### src/rtl/gpx_pkg.sv
package gpx_pkg;
    localparam int BYTE_W = 8;
    localparam int HWA_W  = 3;
    localparam int CNT_W  = $clog2(BYTE_W);

    localparam logic [3:0] CTRL_TAG = 4'b0100;

    localparam logic [BYTE_W-1:0] A_DIR   = 8'h00;
    localparam logic [BYTE_W-1:0] A_INV   = 8'h01;
    localparam logic [BYTE_W-1:0] A_IEN   = 8'h02;
    localparam logic [BYTE_W-1:0] A_CMPV  = 8'h03;
    localparam logic [BYTE_W-1:0] A_MODE  = 8'h04;
    localparam logic [BYTE_W-1:0] A_CFG   = 8'h05;
    localparam logic [BYTE_W-1:0] A_PULL  = 8'h06;
    localparam logic [BYTE_W-1:0] A_FLAG  = 8'h07;
    localparam logic [BYTE_W-1:0] A_SNAP  = 8'h08;
    localparam logic [BYTE_W-1:0] A_PORT  = 8'h09;
    localparam logic [BYTE_W-1:0] A_LATCH = 8'h0A;
    localparam logic [BYTE_W-1:0] A_LAST  = A_LATCH;

    localparam int CFG_DEVMATCH_BIT = 3;
    localparam int CFG_HOLD_BIT     = 5;

    typedef enum logic [2:0] {
        ST_CTRL,
        ST_ADDR,
        ST_WRITE,
        ST_READ,
        ST_DROP
    } link_state_e;
endpackage

### src/rtl/gpx_spi_link.sv
module gpx_spi_link
    import gpx_pkg::*;
(
    input  logic              clk,
    input  logic              rst_n,
    input  logic              sclk_i,
    input  logic              cs_n_i,
    input  logic              mosi_i,
    input  logic              tx_load_i,
    input  logic [BYTE_W-1:0] tx_byte_i,
    output logic              miso_o,
    output logic              byte_done_o,
    output logic [BYTE_W-1:0] rx_byte_o
);
    logic              sclk_q;
    logic [CNT_W-1:0]  bit_cnt;
    logic [BYTE_W-1:0] rx_sh;
    logic [BYTE_W-1:0] tx_sh;
    logic              rise, fall;

    assign rise        = !cs_n_i && sclk_i && !sclk_q;
    assign fall        = !cs_n_i && !sclk_i && sclk_q;
    assign byte_done_o = rise && (bit_cnt == CNT_W'(BYTE_W - 1));
    assign rx_byte_o   = {rx_sh[BYTE_W-2:0], mosi_i};
    assign miso_o      = tx_sh[BYTE_W-1];

    always_ff @(posedge clk) begin
        if (!rst_n) begin
            sclk_q  <= 1'b0;
            bit_cnt <= '0;
            rx_sh   <= '0;
            tx_sh   <= '0;
        end else begin
            sclk_q <= sclk_i;
            if (cs_n_i) begin
                bit_cnt <= '0;
                rx_sh   <= '0;
                tx_sh   <= '0;
            end else begin
                if (rise) begin
                    rx_sh   <= rx_byte_o;
                    bit_cnt <= bit_cnt + 1'b1;
                end
                if (tx_load_i)
                    tx_sh <= tx_byte_i;
                else if (fall && bit_cnt != '0)
                    tx_sh <= {tx_sh[BYTE_W-2:0], 1'b0};
            end
        end
    end
endmodule

### src/rtl/gpx_regbank.sv
module gpx_regbank
    import gpx_pkg::*;
(
    input  logic              clk,
    input  logic              rst_n,
    input  logic              wr_en_i,
    input  logic [BYTE_W-1:0] wr_addr_i,
    input  logic [BYTE_W-1:0] wr_data_i,
    input  logic [BYTE_W-1:0] rd_addr_i,
    input  logic              rd_clear_i,
    input  logic [BYTE_W-1:0] pin_i,
    output logic [BYTE_W-1:0] rd_data_o,
    output logic [BYTE_W-1:0] dir_o,
    output logic [BYTE_W-1:0] latch_o,
    output logic [BYTE_W-1:0] pull_o,
    output logic              devmatch_o,
    output logic              hold_ptr_o
);
    logic [BYTE_W-1:0] dir_r, inv_r, ien_r, cmpv_r, mode_r, cfg_r, pull_r, latch_r;
    logic [BYTE_W-1:0] flag_r, snap_r;
    logic [BYTE_W-1:0] pin_q, pin_qq;
    logic [BYTE_W-1:0] port_v, hit, flag_base;

    assign port_v     = pin_q ^ inv_r;
    assign hit        = ien_r & dir_r & ((mode_r & (pin_q ^ cmpv_r)) | (~mode_r & (pin_q ^ pin_qq)));
    assign flag_base  = rd_clear_i ? '0 : flag_r;
    assign dir_o      = dir_r;
    assign latch_o    = latch_r;
    assign pull_o     = pull_r;
    assign devmatch_o = cfg_r[CFG_DEVMATCH_BIT];
    assign hold_ptr_o = cfg_r[CFG_HOLD_BIT];

    always_ff @(posedge clk) begin
        if (!rst_n) begin
            dir_r   <= '1;
            inv_r   <= '0;
            ien_r   <= '0;
            cmpv_r  <= '0;
            mode_r  <= '0;
            cfg_r   <= '0;
            pull_r  <= '0;
            latch_r <= '0;
            flag_r  <= '0;
            snap_r  <= '0;
            pin_q   <= '0;
            pin_qq  <= '0;
        end else begin
            pin_q  <= pin_i;
            pin_qq <= pin_q;
            flag_r <= flag_base | hit;
            if (flag_base == '0 && hit != '0)
                snap_r <= port_v;
            if (wr_en_i) begin
                case (wr_addr_i)
                    A_DIR:   dir_r   <= wr_data_i;
                    A_INV:   inv_r   <= wr_data_i;
                    A_IEN:   ien_r   <= wr_data_i;
                    A_CMPV:  cmpv_r  <= wr_data_i;
                    A_MODE:  mode_r  <= wr_data_i;
                    A_CFG:   cfg_r   <= wr_data_i;
                    A_PULL:  pull_r  <= wr_data_i;
                    A_LATCH: latch_r <= wr_data_i;
                    default: ;
                endcase
            end
        end
    end

    always_comb begin
        case (rd_addr_i)
            A_DIR:   rd_data_o = dir_r;
            A_INV:   rd_data_o = inv_r;
            A_IEN:   rd_data_o = ien_r;
            A_CMPV:  rd_data_o = cmpv_r;
            A_MODE:  rd_data_o = mode_r;
            A_CFG:   rd_data_o = cfg_r;
            A_PULL:  rd_data_o = pull_r;
            A_FLAG:  rd_data_o = flag_r;
            A_SNAP:  rd_data_o = snap_r;
            A_PORT:  rd_data_o = port_v;
            A_LATCH: rd_data_o = latch_r;
            default: rd_data_o = '0;
        endcase
    end
endmodule

### src/rtl/gpx_expander.sv
module gpx_expander
    import gpx_pkg::*;
(
    input  logic              clk,
    input  logic              rst_n,
    input  logic [HWA_W-1:0]  hw_addr_i,
    input  logic              spi_sclk_i,
    input  logic              spi_cs_n_i,
    input  logic              spi_mosi_i,
    output logic              spi_miso_o,
    input  logic [BYTE_W-1:0] pin_i,
    output logic [BYTE_W-1:0] pin_oe_o,
    output logic [BYTE_W-1:0] pin_out_o,
    output logic [BYTE_W-1:0] pin_pu_o
);
    link_state_e       st_q, st_d;
    logic [BYTE_W-1:0] ptr_q, ptr_d;
    logic              rw_q, rw_d;
    logic              byte_done, tx_load, wr_en, rd_clear;
    logic [BYTE_W-1:0] rx_byte, rd_addr, rd_data, dir_v;
    logic              devmatch, hold_ptr, ctrl_ok;

    function automatic logic [BYTE_W-1:0] step(input logic [BYTE_W-1:0] p, input logic hold);
        if (hold)
            return p;
        else if (p >= A_LAST)
            return '0;
        else
            return p + 1'b1;
    endfunction

    gpx_spi_link u_link (
        .clk        (clk),
        .rst_n      (rst_n),
        .sclk_i     (spi_sclk_i),
        .cs_n_i     (spi_cs_n_i),
        .mosi_i     (spi_mosi_i),
        .tx_load_i  (tx_load),
        .tx_byte_i  (rd_data),
        .miso_o     (spi_miso_o),
        .byte_done_o(byte_done),
        .rx_byte_o  (rx_byte)
    );

    gpx_regbank u_regs (
        .clk       (clk),
        .rst_n     (rst_n),
        .wr_en_i   (wr_en),
        .wr_addr_i (ptr_q),
        .wr_data_i (rx_byte),
        .rd_addr_i (rd_addr),
        .rd_clear_i(rd_clear),
        .pin_i     (pin_i),
        .rd_data_o (rd_data),
        .dir_o     (dir_v),
        .latch_o   (pin_out_o),
        .pull_o    (pin_pu_o),
        .devmatch_o(devmatch),
        .hold_ptr_o(hold_ptr)
    );

    assign pin_oe_o = ~dir_v;
    assign ctrl_ok  = (rx_byte[BYTE_W-1:BYTE_W-4] == CTRL_TAG) &&
                      (!devmatch || rx_byte[HWA_W:1] == hw_addr_i);

    always_ff @(posedge clk) begin
        if (!rst_n) begin
            st_q  <= ST_CTRL;
            ptr_q <= '0;
            rw_q  <= 1'b0;
        end else begin
            st_q  <= st_d;
            ptr_q <= ptr_d;
            rw_q  <= rw_d;
        end
    end

    always_comb begin
        st_d     = st_q;
        ptr_d    = ptr_q;
        rw_d     = rw_q;
        wr_en    = 1'b0;
        tx_load  = 1'b0;
        rd_clear = 1'b0;
        rd_addr  = ptr_q;
        if (spi_cs_n_i) begin
            st_d = ST_CTRL;
        end else if (byte_done) begin
            unique case (st_q)
                ST_CTRL: begin
                    if (ctrl_ok) begin
                        st_d = ST_ADDR;
                        rw_d = rx_byte[0];
                    end else begin
                        st_d = ST_DROP;
                    end
                end
                ST_ADDR: begin
                    ptr_d   = rx_byte;
                    rd_addr = rx_byte;
                    if (rw_q) begin
                        st_d    = ST_READ;
                        tx_load = 1'b1;
                    end else begin
                        st_d = ST_WRITE;
                    end
                end
                ST_WRITE: begin
                    wr_en = 1'b1;
                    ptr_d = step(ptr_q, hold_ptr);
                end
                ST_READ: begin
                    rd_clear = (ptr_q == A_SNAP) || (ptr_q == A_PORT);
                    ptr_d    = step(ptr_q, hold_ptr);
                    rd_addr  = ptr_d;
                    tx_load  = 1'b1;
                end
                ST_DROP: ;
                default: st_d = ST_CTRL;
            endcase
        end
    end
endmodule

### config.mk
export PLATFORM = sky130hd
export DESIGN_NAME = gpx_expander
export DESIGN_NICKNAME = d
export VERILOG_FILES = /design/src/rtl/gpx_pkg.sv /design/src/rtl/gpx_spi_link.sv /design/src/rtl/gpx_regbank.sv /design/src/rtl/gpx_expander.sv
export SDC_FILE = /design/constraint.sdc
export NUM_CORES = 1
export LEC_CHECK = 0
export ABC_AREA = 1
export BUFFER_PORTS_ARGS = -buffer_cell sky130_fd_sc_hd__buf_2
export CORE_ASPECT_RATIO = 2
export CORE_UTILIZATION = 55
export DETAILED_ROUTE_END_ITERATION = 16
export PLACE_DENSITY = 0.74
export SLEW_MARGIN = 0
export SYNTH_ARGS = -nofsm -noshare
export SYNTH_HDL_FRONTEND = slang
export SYNTH_SLANG_ARGS = --single-unit
### constraint.sdc
create_clock -name clk -period 2.25 [get_ports clk]
set_clock_uncertainty 0.15 [all_clocks]
set_input_delay 0.45 -clock clk [delete_from_list [all_inputs] [get_ports clk]]
set_output_delay 0.45 -clock clk [all_outputs]
set_load 0.02 [all_outputs]
* Yosys cells after proc, flatten, opt, wreduce, memory -nomap -nowiden *
Index checks and enable logic that the tools add are counted.

word-level totals
  register bits after elaboration = 127
  input bits = 16
  word-level logic and storage cells = 121

operators by class
  add/sub/neg operators = 2
  order comparisons = 1
  eq/ne operators = 26
  mux-type cells = 23
  bitwise logic cells = 14
  reductions and logical operators = 36

operator list
  operator             count
  $pmux 8 s11          1
  $eq 8x3->1 const B   7
  $mux 8               7
  $eq 8x4->1 const B   6
  $and 8x8->8          4
  $eq 8x2->1 const B   4
  $pmux 8 s2           2
  $logic_not 8->1      3
  $xor 8x8->8          3
  $reduce_and 2->1     9
  $eq 8x1->1 const B   2
  $not 8->8            2
  $or 8x8->8           2
  $mux 1               10
  $pmux 3 s3           1
  $add 8x1->8 const B  1
  $ge 8x4->1 const B   1
  $logic_and 1x1->1    8
  $reduce_bool 8->1    1
  $eq 3x2->1 const B   2
  $eq 3x3->1 const B   2
  $eq 4x3->1 const B   1
  $logic_not 1->1      4
  $reduce_and 4->1     1
  other kinds (13)     18

* Logic depth before layout (Yosys ltp) *
  word-level depth = 9
  depth in mapped cells = 18
  mapped depth without buffers = 18

* Cells and area by module *
From an unflattened synthesis, not the netlist that was laid out.

second synthesis, totals
  cells, all modules = 918
  area, all modules = 6570.1 um2

modules (own cells, without submodules)
  module        instances  cells an instance  area each (um2)  sequential area each (um2)
  gpx_regbank   1          621                4613.2           1921.8
  gpx_expander  1          178                1064.8           240.2
  gpx_spi_link  1          119                892.1            380.4

* Worst setup path after synthesis *
OpenSTA, ideal clock, no wires.

  kind = register to register
  start point = reg ptr_q[0]
  end point = reg u_link.tx_sh[6]
  library setup time = 66 ps
  arrival = 2022 ps
  data required time = 2034 ps
  path slack = 12 ps
  stages on the path, launching flop included = 19
  buffers on the path = 1
  period minus slack after synthesis = 2238 ps
  path through = dfxtp_1 -> inv_1 -> ha_1 -> nand2_2 -> nand3_2 -> nand2_4 -> nand3_2 -> nand2_2 -> nand2_1 -> nand2_2 -> nand2_2 -> nor2_4 -> buf_6 -> nand3_1 -> nand2_1 -> nor2_1 -> nand3_1 -> nand2_1 -> a21oi_2

on the way
  cells in the longest elaborated chain, start to end = 9
  elaborated cells on any way between the ends = 20
  classes of those cells = 1 x add/sub; 1 x order compare; 10 x eq/ne; 7 x mux; 1 x reduce/logical

ends and longest elaborated chain
  what                                              line                                    RTL
  from (decl)                                       gpx_expander.sv:17                      logic [BYTE_W-1:0] ptr_q, ptr_d;
  from (signal assigned)                            gpx_expander.sv:73                      ptr_q <= ptr_d;
  $add 8x1->8 / $ge 8x4->1 (equally long branches)  gpx_expander.sv:29, gpx_expander.sv:26
  $mux 8                                            gpx_expander.sv:26                      else if (p >= A_LAST)
  $mux 8                                            --
  $pmux 8 s2                                        gpx_expander.sv:89                      unique case (st_q)
  $mux 8                                            gpx_expander.sv:88                      end else if (byte_done) begin
  $mux 8 *                                          gpx_expander.sv:86                      if (spi_cs_n_i) begin
  $eq 8x4->1, or another cell as far along          gpx_regbank.sv:70                       case (rd_addr_i)
  $pmux 8 s11 *                                     gpx_regbank.sv:70
  $mux 8 *                                          gpx_spi_link.sv:44                      if (tx_load_i)
  to (signal assigned)                              gpx_spi_link.sv:45                      tx_sh <= tx_byte_i;
  to (signal assigned)                              gpx_spi_link.sv:47                      tx_sh <= {tx_sh[BYTE_W-2:0], 1'b0};
  to (decl)                                         gpx_spi_link.sv:18                      logic [BYTE_W-1:0] tx_sh;

Every way passes the cells marked *; elsewhere a longest branch is shown, timed or not.
A chain may end at the register's enable or synchronous reset.

* Worst setup path in the final report *
  start point = reg ptr_q[0]
  end point = reg u_link.tx_sh[1]

The elaborated chain is that of the path after synthesis.

==> metrics.txt <==
status=complete, but fails checks; failing checks=setup timing; worst endpoint required time=~2.4 ns; Overflow after GRT=0; vias in the first global route=approximately 6900; Post-Synthesis Cells=between 800 and 900; commonest cells in the synthesized netlist=184 x nand2_1, 127 x dfxtp_1, 100 x a21oi_1, 79 x o21ai_0, 65 x inv_1; Netlist Area Pre-Place=0.00627 mm2; fin util=between 80% and 90%; ys async rst share=0%; largest net degree at the start of global routing=50; Starting Density=57.0%; worst ir drop on vdd=0.625 mV; Worst Hold End=u_regs.pin_q[7]; fin area=~0.0092 mm2; RSZ-0062 raised after global routing=yes; Slew HR=58.0%; endpoints failing setup=71; worst stage delay on the critical path=0.36 ns; Clock Sinks=127; Root Buffer Master=clkbuf_16; R2R setup slack=-0.31 ns; via count of the routed design=between 7000 and 8000; layout cells sized above 1=about two fifths; Slew Limit Fails=0; Crit path top cell by count=nand2_2; Initial DRC Count=665; Seq/Total Area, Yosys=between 40% and 50%; hold_buf cts=0; First-pass DRT Iterations=6; Max Cap Violations=0; WP data arrival=2.75 ns; hold depth=3; Remaining DRCs=0; Main synth FF type=dfxtp_1; Syn Area/Cell=7.42 um2; layout net count=around 1000; Layout area overhead=46.7%; crit end category=register; CTS tree=built; antenna-violating nets left=0; Final Cycle Share=114%; Design Power=approximately 5.3 mW; Ports=41; met2 Track Usage GR=72.4%; Die Y=153 um; Worst Max-Slew Pin Slew=about 0.63 ns; antenna cells=0; Die Wd=roughly 78 um; antenna violations before repair=1; DRT Wirelength=between 20 and 30 mm; Hold Crit Class=primary input to register; area leader, netlist=dfxtp_1; Critical R2R Launch=ptr_q[0]; HPWL after DPL=16.7 mm; leading cell types by total area after synthesis=dfxtp_1 41%, nand2_1 11%, a21oi_1 8.0%; Synthesized Nets=868; Worst Setup Start Kind=register; Post-Layout Cell Count=between 1000 and 1500; CTS max path bufs=2; DR WL/cell=between 20 and 25 um; CTS buffer count=17; Clock Latency Late Sink=0.42 ns; Synth top area share=40.5%; RePlAce Congestion=1.01; Final Hold Viols=0; Fmax=391 MHz; Hold Startpoint=pin_i[7]; crit-path cells=buf_6, ha_4, nand2_4, xor2_2, nand2_2, nand2_2, nand2_4, a21oi_4, nand2_4, nor2_4, nand2_2, nand2_2, nor2_2, nand3_1, nand2_1, a21oi_2; met3 Usage GRT=6.57%; die footprint=0.0119 mm2; Final WS setup=-0.307 ns; minimum clock period=~2.6 ns; met1 Use GR=38.6%; Worst-path clk slew=approximately 0.06 ns; port bufs=40; Rows=54; count leader, synth=nand2_1; fillers=661; CP max stage cell=dfxtp_2; Seq cells post-synth=127; critical path class=register to register; GRT Total Usage=40.4%; EDFF count, synth=0; count of cell types in the netlist=44; placed cells=1078; gr busiest metal=met2; total leakage power=4.10 nW; DP Area=0.00725 mm2; Worst Path Max Fanout=7; Core Region=0.0110 mm2; worst reg-to-reg path cell count=16; Pwr Density=between 500 and 600 mW/mm2; drt via density=around 6.4; first-pass GRT wire length=36.1 mm; Ys Warns=0; r2r endpoint=u_link.tx_sh[1]; CTS H-tree lvls=4
[worst max-delay path: cells and delay by family, from the launching register on]
| family | cells | cell delay (ns) |
|---|---|---|
| AO/OA/AOI/OAI | 2 | 0.31 |
| buffers and inverters | 1 | 0.13 |
| flip-flops | 1 | 0.36 |
| AND/OR/NAND/NOR | 11 | 1.13 |
| XOR/XNOR | 1 | 0.25 |
| adder cells (fa/ha/maj) | 1 | 0.14 |
[final cells by class]
type	count	area, um2	share of cell area [%]
Tap cell	140	175	1.90
Clock inverter	12	163	1.77
Inverter	78	320	3.48
Timing Repair inverter	1	7.51	0.0816
Clock buffer	18	429	4.66
Sequential cell	127	2560	27.8
Timing Repair Buffer	185	1630	17.7
Multi-Input combinational cell	608	3920	42.6
[cell usage in the layout (no fill, tap or decap), drive strengths merged, types with 10 or more instances in the layout]
master / instances
nand4: 10
nand3: 54
buf: 180
o211ai: 14
nor2: 76
o21ai: 82
inv: 74
nand2: 202
a21oi: 104
clkbuf: 23
dfxtp: 127
[per-layer routing]
layer	routed length [um]	vias up
met1	8440	3450
met2	13400	544
met5	12	-
met4	3650	2
met3	2340	244
li1	-	3191
[how the worst max path moves through the flow]
stage	to	slack [ns]	from
after CTS	u_link.tx_sh[1]	-0.15	ptr_q[0]
final	u_link.tx_sh[1]	-0.31	ptr_q[0]
after floorplan	u_link.tx_sh[6]	0.01	ptr_q[0]
after global placement	u_link.tx_sh[5]	-0.26	u_link.bit_cnt[0]
after global routing	u_link.tx_sh[3]	-0.41	u_link.sclk_q
after detailed placement	u_link.tx_sh[1]	-0.32	ptr_q[0]
[cell families after synthesis]
| kind of cell | after synthesis | share of synthesized area (%) |
|---|---|---|
| simple gates | 353 | 27.4 |
| compound gates | 230 | 20.7 |
| flops | 127 | 40.5 |
| buf+inv | 110 | 7.12 |
| xor+xnor | 10 | 1.40 |
| mux | 8 | 1.44 |
| fa+ha+maj | 7 | 1.40 |
[what timing repair did]
item                                    CTS  global route
endpoints found under the setup margin   22            54
gates cloned                              1             7
setup buffers                            21            32
pin swaps                                37            77
endpoints found under the hold margin     0             0
resized for setup                        65           199
[registers in the layout, indices dropped and copies added, names as in the netlist]
name and cells:
ptr_q 8, u_link.tx_sh 8, u_regs.cfg_r 8, u_regs.cmpv_r 8, u_regs.dir_o 8, u_regs.flag_r 8
u_regs.ien_r 8, u_regs.inv_r 8, u_regs.latch_o 8, u_regs.mode_r 8, u_regs.pin_q 8, u_regs.pin_qq 8
u_regs.pull_o 8, u_regs.snap_r 8, u_link.rx_sh 7, st_q 3, u_link.bit_cnt 3, rw_q 1
u_link.sclk_q 1
[metrics by stage]
stage	hold slack [ns]	setup slack [ns]	TNS, ns
finish	0.0674	-0.307	-9.56
global route	0.0733	-0.406	-13.22
CTS	0.0654	-0.150	-0.880
detailed placement	0.305	-0.318	-5.91
global placement	0.304	-0.255	-3.70
floorplan	0.291	0.0116	0
[where the power goes]
part / internal (mW) / switching [mW] / total (mW)
sequential: 2.27 / 0.0169 / 2.28
combinational: 0.0554 / 0.115 / 0.170
clock: 1.74 / 1.07 / 2.81
total: 4.06 / 1.20 / 5.26
Power figures use the tool's default switching activity.
